$ cat config.mk
export PLATFORM = sky130hd
export DESIGN_NAME = m1553_word_encoder
export DESIGN_NICKNAME = d
export VERILOG_FILES = /design/src/rtl/m1553_word_encoder.sv
export SDC_FILE = /design/constraint.sdc
export NUM_CORES = 1
export LEC_CHECK = 0
export CORE_MARGIN = 2
export CORE_UTILIZATION = 35
export DETAILED_ROUTE_END_ITERATION = 8
export HOLD_SLACK_MARGIN = 0.1
export PLACE_DENSITY = 0.59
export SYNTH_ARGS = -nofsm -noshare
export SYNTH_HDL_FRONTEND = slang
export SYNTH_SLANG_ARGS = --single-unit
$ cat constraint.sdc
create_clock -name clk -period 2.2 [get_ports clk]
set_input_delay 0.44 -clock clk [delete_from_list [all_inputs] [get_ports clk]]
set_output_delay 0.44 -clock clk [all_outputs]
set_load 0.005 [all_outputs]
$ cat src/rtl/m1553_word_encoder.sv
module m1553_word_encoder #(
  parameter int HALF_DIV  = 6,
  parameter int DATA_BITS = 16
) (
  input  logic clk,
  input  logic mrst,
  input  logic enc_en,
  input  logic sync_sel,
  input  logic sdi,
  input  logic oinh_n,
  output logic sclk,
  output logic send_data,
  output logic line_pos_n,
  output logic line_neg_n
);

  localparam int SYNC_SLOTS = 3;
  localparam int LAST_SLOT  = SYNC_SLOTS + DATA_BITS;
  localparam int SW         = $clog2(LAST_SLOT + 1);
  localparam logic [SW-1:0] S_LAST    = SW'(LAST_SLOT);
  localparam logic [SW-1:0] S_SD_LO   = SW'(1);
  localparam logic [SW-1:0] S_SD_HI   = SW'(DATA_BITS);
  localparam logic [SW-1:0] S_SMP_LO  = SW'(2);
  localparam logic [SW-1:0] S_SMP_HI  = SW'(DATA_BITS + 1);
  localparam logic [SW-1:0] S_TX_LO   = SW'(SYNC_SLOTS);
  localparam logic [SW-1:0] S_TX_HI   = SW'(LAST_SLOT - 1);
  localparam logic [SW-1:0] S_SYNC_N  = SW'(SYNC_SLOTS);

  logic tick;

  generate
    if (HALF_DIV > 1) begin : g_pre
      localparam int DW = $clog2(HALF_DIV);
      localparam logic [DW-1:0] D_TOP = DW'(HALF_DIV - 1);
      logic [DW-1:0] div_q;
      always_ff @(posedge clk or posedge mrst) begin
        if (mrst)                div_q <= '0;
        else if (div_q == D_TOP) div_q <= '0;
        else                     div_q <= div_q + 1'b1;
      end
      assign tick = (div_q == D_TOP);
    end else begin : g_direct
      assign tick = 1'b1;
    end
  endgenerate

  logic          ph, active, armed, cmd, nxt, txb, par;
  logic [SW-1:0] slot, nslot;
  logic          mid_edge, bit_edge, go_on, starting;

  assign mid_edge = tick & ~ph;
  assign bit_edge = tick & ph;
  assign go_on    = active & (slot != S_LAST);
  assign starting = ~go_on & armed;
  assign nslot    = go_on ? slot + 1'b1 : '0;

  always_ff @(posedge clk or posedge mrst) begin
    if (mrst) begin
      ph <= 1'b0; active <= 1'b0; armed <= 1'b0; slot <= '0;
      cmd <= 1'b0; nxt <= 1'b0; txb <= 1'b0; par <= 1'b0;
    end else if (mid_edge) begin
      ph    <= 1'b1;
      armed <= enc_en & (~active | (slot == S_LAST));
    end else if (bit_edge) begin
      ph     <= 1'b0;
      armed  <= 1'b0;
      slot   <= nslot;
      active <= go_on | armed;
      if (starting) begin
        cmd <= sync_sel;
        par <= 1'b0;
      end
      if (go_on && nslot >= S_SMP_LO && nslot <= S_SMP_HI) begin
        nxt <= sdi;
        par <= par ^ sdi;
      end
      if (go_on && nslot >= S_TX_LO && nslot <= S_TX_HI) txb <= nxt;
      if (go_on && nslot == S_LAST) txb <= ~par;
    end
  end

  logic sync_hi, pos, drive;

  assign sync_hi    = (slot == '0) | ((slot == SW'(1)) & ~ph);
  assign pos        = (slot < S_SYNC_N) ? (cmd ? sync_hi : ~sync_hi) : (txb ^ ph);
  assign drive      = active & oinh_n;
  assign sclk       = ~ph;
  assign send_data  = active & (slot >= S_SD_LO) & (slot <= S_SD_HI);
  assign line_pos_n = ~(drive & pos);
  assign line_neg_n = ~(drive & ~pos);


  sclk_hold_chk: assert property (@(posedge clk) disable iff (mrst)
    !tick |=> $stable(sclk));


  no_overlap_chk: assert property (@(posedge clk) disable iff (mrst)
    !(!line_pos_n && !line_neg_n));


  mid_flip_chk: assert property (@(posedge clk) disable iff (mrst)
    (mid_edge && active && slot >= S_TX_LO) |=>
      (!oinh_n || !$past(oinh_n) || line_pos_n != $past(line_pos_n)));


  sd_edge_chk: assert property (@(posedge clk) disable iff (mrst)
    !$stable(send_data) |-> $rose(sclk));


  start_edge_chk: assert property (@(posedge clk) disable iff (mrst)
    $rose(active) |-> $rose(sclk));

endmodule

==> results of run 1 <==
-- registers in the layout, summed over array words and instances, names as in the netlist --
name	flops
cmd	1
g_pre.div_q	3
armed	1
ph	1
par	1
slot	5
nxt	1
txb	1
active	1
-- cell families (layout without fill, tap and decap cells) --
kind of cell               after synthesis  count (layout)
and+or+nand+nor                         41              41
xor gates and xnor gates                 3               3
buffers and inverters                   14              36
DFF                                     15              15
AOI/OAI and AO/OA                       29              29
adders and majority gates                3               3
muxes                                    4               4
-- cell usage after synthesis, drive strengths merged (2+ instances only) --
cell type,instances
ha,3
nand2,15
nand3,4
inv,9
nor2b,2
a31o,2
dfrtp,15
a21oi,6
nor3,5
nor2,5
nand3b,2
a31oi,3
xor2,2
buf,5
o21ai,10
mux2,3
-- final cells by class --
cell class	instances	share of cell area (%)
clock buffer	4	2.08
sequential	15	29.8
timing repair buffer	23	14.9
inverter	9	2.68
tap	31	3.08
multi-input combinational	80	47.5
-- worst max-delay path by stage --
stage,slack [ns],endpoint,from
4_1_cts,-0.16,line_neg_n,slot[0]$_DFFE_PP0P_
3_3_place_gp,-0.11,line_neg_n,slot[0]$_DFFE_PP0P_
5_1_grt,-0.21,line_neg_n,slot[0]$_DFFE_PP0P_
6_report,-0.16,line_neg_n,slot[0]$_DFFE_PP0P_
2_1_floorplan,0.29,line_neg_n,slot[2]$_DFFE_PP0P_
3_5_place_dp,-0.13,line_neg_n,slot[0]$_DFFE_PP0P_
-- cell usage in the layout, fill, tap and decap left out, drive strengths merged, types with 2 or more instances in the layout --
cell type      count
buf               16
dfrtp             15
nand2             15
o21ai             10
inv                9
a21oi              6
clkdlybuf4s50      6
nor3               5
nor2               5
nand3              4
clkbuf             4
a31oi              3
mux2               3
ha                 3
nor2b              2
nand3b             2
xor2               2
a31o               2
-- per-stage QoR --
| step | setup TNS, ns | area (um2) | setup slack [ns] | hold WS, ns |
|---|---|---|---|---|
| floorplan | 0 | 1020 | 0.286 | 0.341 |
| global placement | -0.193 | 1200 | -0.107 | 0.473 |
| detailed placement | -0.243 | 1200 | -0.130 | 0.500 |
| CTS | -0.227 | 1220 | -0.157 | 0.507 |
| global route | -0.442 | 1260 | -0.215 | 0.536 |
| finish | -0.226 | 1260 | -0.157 | 0.482 |
-- timing repair --
action	in CTS	in global routing
buffers inserted	1	1
setup endpoints to repair	3	6
resized for setup	11	7
cloned	0	0
pin swaps	5	1
-- report_power, final --
part	switching [mW]	internal, mW	leakage (nW)
Combinational	0.0840	0.0863	0.345
Sequential	0.0149	0.288	0.194
Clock	0.0988	0.0706	0.0150
-- routing by layer --
metal	share of wire (%)	track usage (%)	vias up
met3	1.4	1.34	7
met4	3.1	7.97	0
met1	48	19.2	412
met5	0	0	-
li1	-	-	430
met2	48	23.1	8
==> results summary, run 1 <==
The fraction of registers with async set/reset is 100%. After synthesis, the netlist uses between 40 and 50 different library cells. The actual transition at the worst max-transition pin is 0.628 ns. The routed design could run at a clock period as short as 2.36 ns. For this run, the leading register cell type out of synthesis is sky130_fd_sc_hd__dfrtp_1. The count of buffers added on input and output ports is 9. The number of global-route vias before repair is 805. The clock passes through at most 2 buffers. The setup slack on the worst flop-to-flop path is roughly 0.12 ns.

The post-cts hold buffer count came out at 0. In the synthesized netlist, the number of instances is 109. STA classifies the critical path startpoint as a flip-flop. The synthesized netlist devotes ~3.7% of its cell area to adder and majority cells. The die area came out at 0.00337 mm2. The kind of cell with the highest combined delay on the critical path is compound AO/OA/AOI/OAI gates. After synthesis, the share of cell area in mux cells is 4.28%. The run finished, with violations left. The worst register-to-register path begins at slot[0]$_DFFE_PP0P_. Once the floorplan was initialized, standard cells occupied 37.1% of the core. The checks that failed: setup timing. At the end of routability-driven placement, the weighted congestion stood at 0.768.

The number of placed instances with taps included is 156. The area taken by flip-flops and latches came out at 375 um2. Sorting the synthesized cells by area gives the leading types as sky130_fd_sc_hd__dfrtp_1 (37%), sky130_fd_sc_hd__nand2_1 (5.1%), sky130_fd_sc_hd__ha_1 (3.7%), sky130_fd_sc_hd__o21ai_0 (3.4%), sky130_fd_sc_hd__a21oi_1 (2.9%). Clock-pin slew was measured on the worst setup and hold paths at 0.10 ns. The clock drives 15 sinks. After synthesis, the largest family of logic cells by area is simple AND/OR/NAND/NOR gates. The type of the setup path with the least slack is flip-flop to output pin.

The area of the mapped netlist is 0.00102 mm2. The slowest cell on the critical path is sky130_fd_sc_hd__dfrtp_1. In this design, the stage delay of the slowest critical-path cell is 0.41 ns. The number of pins exceeding their max-slew limit in the final report is 0.

The placed wire-length estimate after detailed placement is 1700 um. Global routing used between 10% and 20% of the available tracks across all layers. The iteration-0 DRC count of the detailed router came out at 21. The peak supply drop came out at just over 0.4 mV. The number of antenna diodes in the final layout is 0. The net total in the final layout is 141. The number of remaining DRC errors is 0. Setup repair after global routing could not meet its margin everywhere. The die width is 58.0 um. After synthesis, flip-flops and latches occupy roughly 37% of the total area. Once detail routing completed, the nets flagged for antenna violations numbered 0. The worst path required time came out at between 1.5 and 2 ns. The clock insertion delay at the later pin of the skew report is roughly 0.30 ns. The register bit count reported by yosys came out at 15. The critical path buffer and inverter count came out at 2. The number of detailed-route iterations in the first pass came out at 4.

The via count of the routed design came out at 857. The final number of hold-violating endpoints came out at 0. The synthesized netlist devotes 19.6% of its cell area to compound gates. The total grt overflow is 0. The number of warnings reported in the yosys synthesis log came out at 0.

After layout, the design draws a total of 0.643 mW. The final setup violation count came out at 2. sky130_fd_sc_hd__dfrtp_1 takes more of the synthesized area than any other cell.

STA puts the critical path data arrival time at 1.92 ns. In this run the worst path has a maximum fanout of 4. The leakage power of the design is 0.554 nW.

Measured in cells, the most critical reg-to-reg path has a length of 9. The cell depth of the worst setup path is 7. The clock tree skew after final layout is 0.0131 ns. The number of antenna violations at the first check in global routing came to 0. The number of max-cap violations came out at 0. Relative to the synthesized area, the layout overhead comes to 23.4%. The number of rows created at floorplan came out at 19. The share of the core filled with cells came out at a little under half. The post-synthesis average cell area came out at 9.38 um2. The largest net degree at the start of global routing is 16. In the routed layout, each cell is associated on average with a via count of 5.29.

Measured against its own limit, the worst slew margin works out to 58.1%. After Yosys synthesis, and, or, nand and nor cells account for 25.0% of the synthesized area. The clock root buffer is sky130_fd_sc_hd__clkbuf_4. The timing-limited maximum frequency is ~0.42 GHz.

STA classifies the critical path endpoint as an output pin. The number of fill cells is between 200 and 300. TritonCTS built the clock tree. The synthesized netlist net count came out at between 100 and 150. Of the post-synthesis cell area, the dominant cell type holds 36.7%. The vertical die dimension is 58.0 um.

The number of H-tree levels is 1. The number of enable-type register cells in the synthesized netlist came out at 0. The final standard cell count with taps included and fillers excluded came out at approximately 160. The critical path goes through buf_6 > a2111o_1 > o211a_1 > a21oi_1 > o21ai_1 > nand3b_1 > buf_2. The sum of routed wire length over all layers is 2220 um.

In the final routed layout, each cell accounts on average for 13.7 um. The top-level I/O count came out at 10. The CTS buffer count came out at 3.

The post-route fraction of the period consumed by the critical path came out at 107%. The worst register-to-register path ends at txb$_DFFE_PP0P_. The multi-input logic area is 599 um2. The xor/xnor cell area share of the yosys netlist is around 3.3%.

The slack of the critical path is -0.157 ns. The kind of path behind the tightest hold check is input pin to async pin. The global-route wire length before repair came out at around 3700 um. In the final layout, the share of cells above drive strength 1 is between 20 and 30%. The floorplan step defined a core boundary enclosing 0.00276 mm2. The power density of the placed cells came out at 510 mW/mm2.
(Power assumes the default switching activity.)
==> inputs of run 2 (changes only) <==
--- a/config.mk
+++ b/config.mk
@@ -8,8 +8,9 @@
 export CORE_MARGIN = 2
 export CORE_UTILIZATION = 35
 export DETAILED_ROUTE_END_ITERATION = 8
+export DONT_BUFFER_PORTS = 1
 export HOLD_SLACK_MARGIN = 0.1
-export PLACE_DENSITY = 0.59
+export PLACE_DENSITY = 0.55
 export SYNTH_ARGS = -nofsm -noshare
 export SYNTH_HDL_FRONTEND = slang
 export SYNTH_SLANG_ARGS = --single-unit
==> constraint.sdc (replaced) <==
create_clock -name clk -period 2.2 [get_ports clk]
set_input_delay 0.22 -clock clk [delete_from_list [all_inputs] [get_ports clk]]
set_output_delay 0.22 -clock clk [all_outputs]
set_load 0.005 [all_outputs]
==> run 2 against run 1 <==
Effect of this change:
- the run now ends clean
- total power down 7.9%
- register-to-register slack better by 0.08 ns
- clock skew fell by 0.0082 ns
- via count is 7.6% lower
- die area unchanged
- clock-buffer cell count did not move
- critical path depth down 2
- clock power fell by 4%
- sequential power about the same
- combinational power decreased by 26%
- non-clock buffer count down 14
- cell count shrank 8.6%
- largest power group unchanged
==> results summary, run 2 (synthesis gave the netlist of run 1 again) <==
Setup repair after global routing left no endpoint under its margin. The kind of path behind the tightest hold check is input pin to flip-flop. The final total negative setup slack is 0 ns. STA classifies the critical path endpoint as an output pin. The tightest hold path in the finished design has a slack of between 0.1 and 0.15 ns. The timing-limited maximum frequency came out at 0.476 GHz. The clock-pin slew on the worst setup and hold paths came out at 0.09 ns. The antenna cell count came out at 0. The global-route wire length before repair is 3420 um. The arrival time reported for the critical path endpoint is 1.88 ns. The sum of routed wire length over all layers came out at 2070 um.

The largest buffer count on any clock path is 2. The startpoint of the lowest-slack register-to-register path is slot[0]$_DFFE_PP0P_. The register with the most flip-flops in the layout has 5 of them. The total routing resource utilization after global routing is 13.4%. The vertical die dimension came out at about 58 um. The share of final-layout standard cells stronger than drive strength 1 came out at 21.4%. The via count of the routed design came out at 792.

The post-route antenna net violation count came out at 0. The flow ran to the end, and the final reports show no timing, DRC or antenna violations. The actual transition at the worst max-transition pin came out at ~0.72 ns.

The relative max-transition margin is 51.8%. The library cell used most frequently in the layout, excluding fill and tap cells, is sky130_fd_sc_hd__nand2_1. The peak fanout along the critical path is 6. For the worst setup path, the data required time is 1.98 ns. The core outline area came out at around 0.0028 mm2. In the layout the commonest cells are sky130_fd_sc_hd__nand2_1 (14), sky130_fd_sc_hd__dfrtp_1 (11), sky130_fd_sc_hd__inv_1 (8).

The power density of the placed cells came out at 523 mW/mm2. The worst hold path terminates at par$_DFFE_PP0P_. STA classifies the critical path startpoint as a flip-flop. The clock insertion delay at the later pin of the skew report is approximately 0.29 ns. The largest registers in the layout are slot x5, g_pre.div_q x3. The number of antenna violations at the first check in global routing came out at 0. The number of clock sinks seen by CTS came out at 15. The number of pins exceeding their max-slew limit in the final report came out at 0.

The register with the highest flop count is slot. The starting density of the core is about 37%. The clock root buffer is sky130_fd_sc_hd__clkbuf_4. The clock tree skew after final layout is around 0.0049 ns.

The worst hold path stage count came out at 2. In the routed design, unresolved DRC markers number 0. The placed wire-length estimate after detailed placement came out at between 1500 and 2000 um. Buffers placed on the I/O ports in this run total 0. The number of max-cap violations is 0.

The number of global-route vias before repair came to 688. Dividing the detail-routed wire length by the instance count gives about 14 um. The largest net degree at the start of global routing is 16. The slack of the critical path is a little under 0.1 ns. The end of the worst register-to-register path is txb$_DFFE_PP0P_. The last weighted congestion value of the routability-driven placer came out at 0.714. For the worst flop-to-flop path, the logic depth is 7.

For this block, the initial DRC count from the detailed router was 17. The net total in the final layout is about 130. The number of H-tree levels came out at 1. The peak supply drop came out at 0.287 mV. The total grt overflow is 0.

The setup slack on the worst flop-to-flop path is 0.20 ns. The die area came out at between 0.003 and 0.004 mm2. The worst path in the final design needs a cycle of 2.10 ns, including I/O delays and setup. The detailed-route vias per instance is 5.35.

10 I/O pins were placed. The area growth from synthesis to layout is 10.8%. The post-route fraction of the period consumed by the critical path came out at 95.6%. TritonCTS built the clock tree. The number of detailed-route iterations in the first pass is 4. The type of the setup path with the least slack is flip-flop to output pin. Counting the buffers created by CTS gives 3. The worst hold path begins at sdi. Setup violations remaining at the end of the flow were counted as 0. The die width is 58.0 um. The number of rows created at floorplan came out at 19.

For this design the static power due to leakage is approximately 0.49 nW. The final number of hold-violating endpoints came out at 0. The worst slack after detailed placement came out at 0.175 ns.
run 2: cell count changes in the layout (fill, tap and decap cells not counted), sizes merged:
cell	previous run	this run
dlygate4sd2	1	0
buf	16	4
clkdlybuf4s50	6	0
dlygate4sd3	0	4
dlymetal6s2s	0	1
run 2: how the worst max path moves through the flow:
stage                        start               to  slack, ns  cells past startpoint
3_5_place_dp   slot[0]$_DFFE_PP0P_  txb$_DFFE_PP0P_       0.18                      7
5_1_grt        slot[1]$_DFFE_PP0P_  txb$_DFFE_PP0P_       0.05                      7
2_1_floorplan  slot[0]$_DFFE_PP0P_  txb$_DFFE_PP0P_       0.30                      8
6_report       slot[0]$_DFFE_PP0P_       line_neg_n        0.1                      5
4_1_cts        slot[0]$_DFFE_PP0P_       line_neg_n      0.008                      5
3_3_place_gp   slot[0]$_DFFE_PP0P_  txb$_DFFE_PP0P_       0.20                      7
run 2: area by class of cell:
type	count	area [um2]
inverter	9	33.8
clock buffer	4	26.3
tap	31	38.8
fill	269	1630
sequential	15	380
multi-input combinational	80	571
timing repair buffer	9	82.6
run 2: report_power, final:
group / switching [mW] / internal [mW] / total (mW)
Combinational: 0.0711 / 0.0536 / 0.125
Clock: 0.0914 / 0.0705 / 0.162
Sequential: 0.0170 / 0.289 / 0.306
Total: 0.180 / 0.413 / 0.592
run 2: critical path, stage by stage, from the launching register on:
cell and delay [ns]:
sky130_fd_sc_hd__dfrtp_2 0.45, sky130_fd_sc_hd__a2111o_1 0.47, sky130_fd_sc_hd__o211a_1 0.24, sky130_fd_sc_hd__a21oi_1 0.12, sky130_fd_sc_hd__o21ai_1 0.12, sky130_fd_sc_hd__nand3b_1 0.20
run 2: timing repair:
action / CTS / global route
endpoints found under the setup margin: 0 / 2
hold endpoints to repair: 18 / 0
buffers inserted: 0 / 5
hold buffers: 4 / 0
gates resized for setup: 0 / 5
run 2: per-layer routing:
metal	share of wire [%]	GRT usage (%)	routed length [um]
met1	50	20.6	1030
met2	44	18.8	907
met4	2.1	5.98	43
met3	4.4	1.56	91
met5	0	0	0
run 2: through the flow:
stage          utilization (%)  power, mW  cells  instance area (um2)
2_1_floorplan                -      0.399    109                 1020
3_3_place_gp              36.9      0.420    135                 1020
3_5_place_dp              36.9      0.423    135                 1020
4_1_cts                   39.3      0.589    143                 1080
5_1_grt                   41.1      0.624    148                 1130
6_report                  41.1      0.592    148                 1130
